`src/rtl/sstop_pkg.sv`:
```
package sstop_pkg;
   // Action chosen for the next clock edge
   typedef enum logic [1:0] {
      ACT_CLEAR = 2'd0,
      ACT_STEP  = 2'd1,
      ACT_HOLD  = 2'd2
   } sstop_act_e;
endpackage

```
`src/rtl/sstop_ctrl.sv`:
```
module sstop_ctrl
   import sstop_pkg::*;
#(
   parameter int WIDTH    = 4,
   parameter int TERMINAL = 9
) (
   input  logic             rst,
   input  logic             start,
   input  logic [WIDTH-1:0] cur,
   output sstop_act_e       act
);
   localparam logic [WIDTH-1:0] TERM_V = WIDTH'(TERMINAL);

   always_comb begin
      if (rst || !start || (cur > TERM_V)) begin
         act = ACT_CLEAR;
      end else if (cur == TERM_V) begin
         act = ACT_HOLD;
      end else begin
         act = ACT_STEP;
      end
   end
endmodule

```
`src/rtl/sstop_step.sv`:
```
module sstop_step
   import sstop_pkg::*;
#(
   parameter int WIDTH = 4
) (
   input  sstop_act_e       act,
   input  logic [WIDTH-1:0] cur,
   output logic [WIDTH-1:0] nxt
);
   always_comb begin
      unique case (act)
         ACT_STEP: nxt = cur + WIDTH'(1);
         ACT_HOLD: nxt = cur;
         default:  nxt = '0;
      endcase
   end
endmodule

```
`src/rtl/sstop_flag.sv`:
```
module sstop_flag #(
   parameter int WIDTH    = 4,
   parameter int TERMINAL = 9,
   parameter bit REG_DONE = 1'b1
) (
   input  logic             clk,
   input  logic             rst,
   input  logic [WIDTH-1:0] cur,
   input  logic [WIDTH-1:0] nxt,
   output logic             flag
);
   localparam logic [WIDTH-1:0] TERM_V = WIDTH'(TERMINAL);

   generate
      if (REG_DONE) begin : g_reg
         logic flag_r;
         always_ff @(posedge clk) begin
            if (rst) flag_r <= 1'b0;
            else     flag_r <= (nxt == TERM_V);
         end
         assign flag = flag_r;
      end else begin : g_comb
         assign flag = (cur == TERM_V);
      end
   endgenerate
endmodule

```
`src/rtl/sstop_decade_counter.sv`:
```
module sstop_decade_counter
   import sstop_pkg::*;
#(
   parameter int WIDTH    = 4,
   parameter int TERMINAL = 9,
   parameter bit REG_DONE = 1'b1
) (
   input  logic             clk,
   input  logic             rst,
   input  logic             start,
   output logic [WIDTH-1:0] count,
   output logic             done
);
   generate
      if (WIDTH < 1 || WIDTH > 16) begin : g_bad_width
         $error("sstop_decade_counter: WIDTH out of range");
      end
      if (TERMINAL < 1 || TERMINAL >= (1 << WIDTH)) begin : g_bad_term
         $error("sstop_decade_counter: TERMINAL does not fit WIDTH");
      end
   endgenerate

   logic [WIDTH-1:0] cnt_q;
   logic [WIDTH-1:0] cnt_d;
   sstop_act_e       act;

   sstop_ctrl #(.WIDTH(WIDTH), .TERMINAL(TERMINAL)) u_ctrl (
      .rst   (rst),
      .start (start),
      .cur   (cnt_q),
      .act   (act)
   );

   sstop_step #(.WIDTH(WIDTH)) u_step (
      .act (act),
      .cur (cnt_q),
      .nxt (cnt_d)
   );

   always_ff @(posedge clk) begin
      cnt_q <= cnt_d;
   end

   sstop_flag #(.WIDTH(WIDTH), .TERMINAL(TERMINAL), .REG_DONE(REG_DONE)) u_flag (
      .clk  (clk),
      .rst  (rst),
      .cur  (cnt_q),
      .nxt  (cnt_d),
      .flag (done)
   );

   assign count = cnt_q;
endmodule

```
`config.mk`:
```
export PLATFORM = sky130hd
export DESIGN_NAME = sstop_decade_counter
export DESIGN_NICKNAME = d
export VERILOG_FILES = /design/src/rtl/sstop_pkg.sv /design/src/rtl/sstop_ctrl.sv /design/src/rtl/sstop_step.sv /design/src/rtl/sstop_flag.sv /design/src/rtl/sstop_decade_counter.sv
export SDC_FILE = /design/constraint.sdc
export NUM_CORES = 1
export LEC_CHECK = 0
export ABC_AREA = 1
export CORE_AREA = 4 4 41 43
export DETAILED_ROUTE_END_ITERATION = 8
export DIE_AREA = 0 0 45 47
export HOLD_SLACK_MARGIN = 0.03
export PLACE_DENSITY_LB_ADDON = 0.1
export REMOVE_ABC_BUFFERS = 1
export SKIP_CTS_REPAIR_TIMING = 1
export SYNTH_ARGS = -nofsm -noshare
export SYNTH_HDL_FRONTEND = slang
export SYNTH_SLANG_ARGS = --single-unit
export TNS_END_PERCENT = 50
```
`constraint.sdc`:
```
create_clock -name clk -period 3.2 [get_ports clk]
set_input_delay 0.32 -clock clk [delete_from_list [all_inputs] [get_ports clk]]
set_output_delay 0.32 -clock clk [all_outputs]
set_load 0.01 [all_outputs]
```
==> impl_metrics.csv, run 1 <==
group,metric,value,unit
synthesis,syn-cell-area,335.3,sq um
pwr,p_per_area,345.1,nW/um^2
floorplan,placementRows,13,
synthesis,synth_top_family_by_area,"simple AND/OR/NAND/NOR gates",
synthesis,yosysTopAreaCell,"dfxtp_1",
sta,fmax,619.9,MHz
placement,place_ws,1672,ps
synthesis,yosysWarnings,0,
cells_and_area,synthToLayoutAreaGrowth,34.33,%
synthesis,synthXorXnorAreaFrac,2.612,%
cells_and_area,diodes,0,
synthesis,synth-seq-cells,5,
placement,io_buffers,7,
pwr,power,0.0001554,W
sta,finalHoldWorstSlack,582.8,ps
cells_and_area,drive_gt1_share,33.96,%
cells_and_area,fill_cells,162,
synthesis,synth_area_per_cell,7.984,sq um
placement,hpwl,517.8,um
synthesis,synthMuxAreaShare,0,%
clock_network,cts_made_buffers,3,
placement,gp_congestion,0.7571,
global_routing,grt_usage,7.510,%
sta,tightest_slew,262.3,ps
critical_path,cp_cell_sequence,"clkdlybuf4s50_1",
global_routing,grt_pass1_vias,262,
synthesis,synth_simple_gate_area_share,43.66,%
critical_path,cp_data_required_time,2880,ps
synthesis,synthTopCellsByCount,"9 x nand2_1, 6 x inv_1, 5 x dfxtp_1, 5 x nand2_2",
clock_network,cts_sinks,5,
sta,setup_viol,0,
floorplan,coreArea,1301,sq um
routing,vias,287,
routing,drc,0,
critical_path,cp_slowest_cell,"clkdlybuf4s50_1",
clock_network,clk-insertion-delay-late,240,ps
pwr,ir_worst_vdd,0.2858,mV
global_routing,antenna_found_initial,0,
critical_path,path_buf_inv,1,
routing,drt.antenna.violating_nets,0,
clock_network,ctsRootBufferMaster,"clkbuf_4",
synthesis,post_synth_inst_count,42,
critical_path,worstSetupStartpointType,"flop",
synthesis,synth_fa_ha_area_share,11.19,%
floorplan,die_w,45,um
clock_network,htreeDepth,1,
hold_path,min_path_type,"flop to flop",
routing,drtPass1Iterations,2,
sta,timing.final.ws_setup,1587,ps
critical_path,critical_path_class,"flop to output port",
synthesis,synth_top_area_share,29.85,%
synthesis,ys_types,14,
sta,layout_min_cycle_time,1613,ps
global_routing,overflow,0,
sta,final_max_slew_viol_count,0,
critical_path,cp_data_arrival_time,1290,ps
status,status,"finished clean",
synthesis,yosys-top-cells-area,"dfxtp_1 30%, ha_1 11%, nand2_1 10%",
synthesis,synth_edf_count,0,
critical_path,timing.critical_path.fanout_max,7,
sta,finalHoldViolCount,0,
sta,timing.slew.headroom,82.49,%
clock_network,path_clk_slew,40,ps
cells_and_area,nets,60,
pwr,p_leak,0.1902,nW
routing,routedWlPerCell,9.088,um
synthesis,ys_dominant_reg_cell,"dfxtp_1",
routing,drt_iter0_drc,6,
job,max_cap_viol_count,0,
sta,rsz0062_at_grt,"no",
floorplan,die_y,47,um
floorplan,start_util,25.77,%
routing,drt_wl_total,618,um
cells_and_area,fin_util,34.62,%
critical_path,slowest_delay,590,ps
floorplan,ios,8,
synthesis,synth_most_common_cell,"nand2_1",
sta,tns,0,ps
global_routing,grt_max_degree,8,
sta,finClkSkew,2.274,ps
critical_path,critPathTopFamily,"buffers and inverters",
synthesis,synth_compound_area_share,2.612,%
sta,fin_crit_sh,50.41,%
clock_network,clk_path_buf_depth,2,
synthesis,async_flop_share,0,%
routing,viasPerCell,4.221,
global_routing,grt_pass1_wl,1.055,mm
critical_path,worstSetupEndpointType,"output port",
synthesis,ys_seq_area_share,29.85,%
clock_network,cts_tree,"built",
floorplan,die_area,2115,sq um
sequential cells by signal, indices dropped and copies added, names as in the netlist:
| signal | flops |
|---|---|
| count | 4 |
| u_flag.flag | 1 |
per-stage QoR:
| stage | std cells | instance area, sq um |
|---|---|---|
| finish | 68 | 450.4 |
| global route | 68 | 450.4 |
| CTS | 68 | 450.4 |
| detailed placement | 64 | 424.2 |
| global placement | 64 | 424.2 |
| floorplan | 42 | 335.3 |
logic make-up after synthesis:
logic type / count (synthesis)
buffers and inverters: 9
adders and majority gates: 3
and+or+nand+nor: 23
DFF: 5
xor gates and xnor gates: 1
AOI/OAI and AO/OA: 1
path summary, 6_finish.rpt:
check             startpoint     endpoint  slack (ps)  depth (start not counted)
setup / recovery    count[0]     count[0]        1590                          1
hold / removal      count[1]     count[1]         580                          2
setup reg to reg    count[0]  u_flag.flag        1830                          8
hold reg to reg     count[1]     count[1]         580                          2
report_power, final:
group / internal, W / total (W) / leakage, nW / switching (W)
combinational: 0.00000866 / 0.0000175 / 0.135 / 0.00000883
sequential: 0.0000638 / 0.0000663 / 0.0406 / 0.00000246
clock: 0.0000471 / 0.0000717 / 0.0150 / 0.0000246
total: 0.000120 / 0.000155 / 0.190 / 0.0000359
metal layers:
layer,wire [um],GRT usage [%],vias up,part of all wire [%]
met5,0,0,-,0
met4,0,3.509,0,0
met3,64,6.130,0,10
met2,290,11.86,9,47
met1,263,7.062,130,43
li1,-,-,148,-
cell type report:
type	instances	area, sq um	share of cell area, %
clock buffers	4	26.28	5.833
inverters	9	33.78	7.500
multi-input cells	28	201.4	44.72
repair buffers	7	70.07	15.56
well taps	15	18.77	4.167
flip-flops and latches	5	100.1	22.22
cell usage in the layout, fill, tap and decap left out:
master           netlist  layout
ha_1                   3       3
nor2_4                 2       2
dfxtp_1                5       5
clkdlybuf4s50_1        0       7
nor2_2                 2       2
nand3_4                1       1
a21oi_2                1       1
nand3_1                1       1
clkbuf_1               0       1
inv_1                  6       6
xor2_1                 1       1
nand2_1                9       9
nand4_1                2       2
inv_2                  3       3
clkbuf_4               0       3
nand2_2                5       5
nand2_4                1       1
No activity file was read; power rests on OpenSTA's default activity.
==> run 2: changes to the inputs <==
==> constraint.sdc (replaced) <==
create_clock -name clk -period 1.4 [get_ports clk]
set_input_delay 0.14 -clock clk [delete_from_list [all_inputs] [get_ports clk]]
set_output_delay 0.14 -clock clk [all_outputs]
set_load 0.01 [all_outputs]
==> run 2 against run 1 <==
Compared with the run above:
- cell area is 5.0% higher
- combinational power rose to 2.6 times the previous value
- global-route usage decreased by 0.87 points
- core utilization up 1.7 points
- clock skew down 1.5 ps
- first-iteration DRC count decreased by 33%
- clock power grew 120%
- setup slack got worse by 1500 ps
- sequential power is 120% higher
- die area stayed put
- routed wire length down 10%
==> impl_metrics.csv, run 2 (synthesized netlist as in run 1, its figures left out) <==
group,metric,value,unit
global_routing,overflow,0,
sta,rsz0062_at_grt,"no",
sta,finClkSkew,0.8086,ps
floorplan,start_util,25.77,%
pwr,ir_worst_vdd,0.4136,mV
global_routing,antenna_found_initial,0,
floorplan,die_y,47,um
floorplan,die_w,45,um
clock_network,ctsRootBufferMaster,"clkbuf_4",
cells_and_area,mostFrequentLayoutCells,"9 x nand2_1, 6 x inv_1, 5 x nand2_2, 5 x clkdlybuf4s50_1",
clock_network,htreeDepth,1,
pwr,p_leak,0.2342,nW
global_routing,grt_usage,6.640,%
status,status,"finished clean",
job,max_cap_viol_count,0,
critical_path,crit_start,"count[3]",
sta,final_max_slew_viol_count,0,
routing,drt.antenna.violating_nets,0,
sta,fin_crit_sh,92.99,%
pwr,power,0.0003504,W
sta,fmax,768.1,MHz
sta,setup_viol,0,
sta,timing.slew.headroom,90.26,%
pwr,p_per_area,740.9,nW/um^2
cells_and_area,final_common_cell,"nand2_1",
critical_path,cp_slowest_cell,"clkdlybuf4s50_1",
routing,drt_iter0_drc,4,
hold_path,min_path_type,"flop to flop",
critical_path,critical_path_class,"flop to output port",
placement,gp_congestion,0.7371,
floorplan,ios,8,
hold_path,holdCritStartpoint,"count[0]",
global_routing,grt_max_degree,6,
sta,tightest_slew,146.1,ps
sta,finalHoldViolCount,0,
sta,timing.final.ws_setup,98.09,ps
placement,place_ws,51.74,ps
clock_network,path_clk_slew,40,ps
critical_path,critPathTopFamily,"buffers and inverters",
clock_network,cts_made_buffers,3,
sta,layout_min_cycle_time,1302,ps
routing,routedWlPerCell,7.914,um
cells_and_area,nets,62,
cells_and_area,synthToLayoutAreaGrowth,41.04,%
cells_and_area,drive_gt1_share,40.00,%
clock_network,cts_sinks,5,
routing,drt_wl_total,554,um
cells_and_area,stdcell_count,70,
critical_path,timing.critical_path.fanout_max,5,
clock_network,clk_path_buf_depth,2,
floorplan,coreArea,1301,sq um
cells_and_area,diodes,0,
floorplan,placementRows,13,
critical_path,path_buf_inv,1,
routing,vias,284,
global_routing,grt_pass1_vias,241,
floorplan,die_area,2115,sq um
critical_path,cp_data_required_time,1260,ps
critical_path,worstSetupEndpointType,"output port",
routing,drc,0,
routing,drtPass1Iterations,3,
critical_path,cp_cell_sequence,"clkdlybuf4s50_1",
cells_and_area,largest_register_ffs,4,
placement,dp_cells,66,
critical_path,worstSetupStartpointType,"flop",
routing,viasPerCell,4.057,
critical_path,slowest_delay,550,ps
global_routing,grt_pass1_wl,931,um
critical_path,regToRegStartpoint,"count[0]",
clock_network,cts_tree,"built",
placement,io_buffers,7,
critical_path,cp_data_arrival_time,1160,ps
placement,hpwl,496.3,um
clock_network,clk-insertion-delay-late,230,ps
## run 2: changes by cell type in the layout (fill, tap and decap cells not counted)
cell,delta
buf_4,+2
clkdlybuf4s50_1,-2
dfxtp_1,-2
dfxtp_2,+2
dlymetal6s2s_1,+2
## run 2: layer usage
metal	wire length [um]	GRT usage (%)	up-vias
li1	-	-	151
met2	248	10.17	9
met1	241	6.606	124
met4	0	1.754	0
met3	65	6.130	0
met5	0	0	-
## run 2: cell type report
class,count,area [sq um]
fillers,141,828.3
inverters,9,33.78
multi-input cells,28,201.4
repair buffers,9,90.09
flip-flops and latches,5,102.6
well taps,15,18.77
clock buffers,4,26.28
## run 2: final timing paths
path	end	slack, ps	depth (start not counted)
min reg2reg	count[0]	560	3
min	count[0]	560	3
max reg2reg	u_flag.flag	190	8
max	count[3]	100	1
## run 2: through the flow
stage / instance area, sq um / hold WS [ps] / util [%] / setup TNS, ps
after CTS: 465.4 / 574.1 / 35.77 / -41.06
after global placement: 439.2 / 552.9 / 33.75 / 0
after floorplan: 335.3 / 363.5 / - / 0
after detailed placement: 439.2 / 565.1 / 33.75 / 0
final: 473.0 / 563.3 / 36.35 / 0
after global routing: 473.0 / 601.4 / 36.35 / 0
## run 2: report_power, final
part	internal, W	switching [W]
combinational	0.0000223	0.0000236
clock	0.000107	0.0000492
sequential	0.000146	0.00000218
==> run 3: changes to the inputs <==
--- a/config.mk
+++ b/config.mk
@@ -7,6 +7,7 @@
 export LEC_CHECK = 0
 export ABC_AREA = 1
 export CORE_AREA = 4 4 41 43
+export CTS_CLUSTER_SIZE = 16
 export DETAILED_ROUTE_END_ITERATION = 8
 export DIE_AREA = 0 0 45 47
 export HOLD_SLACK_MARGIN = 0.03
==> results of run 3 <==
Same layout as run 2: the final DEF is identical, and so are final timing and power.
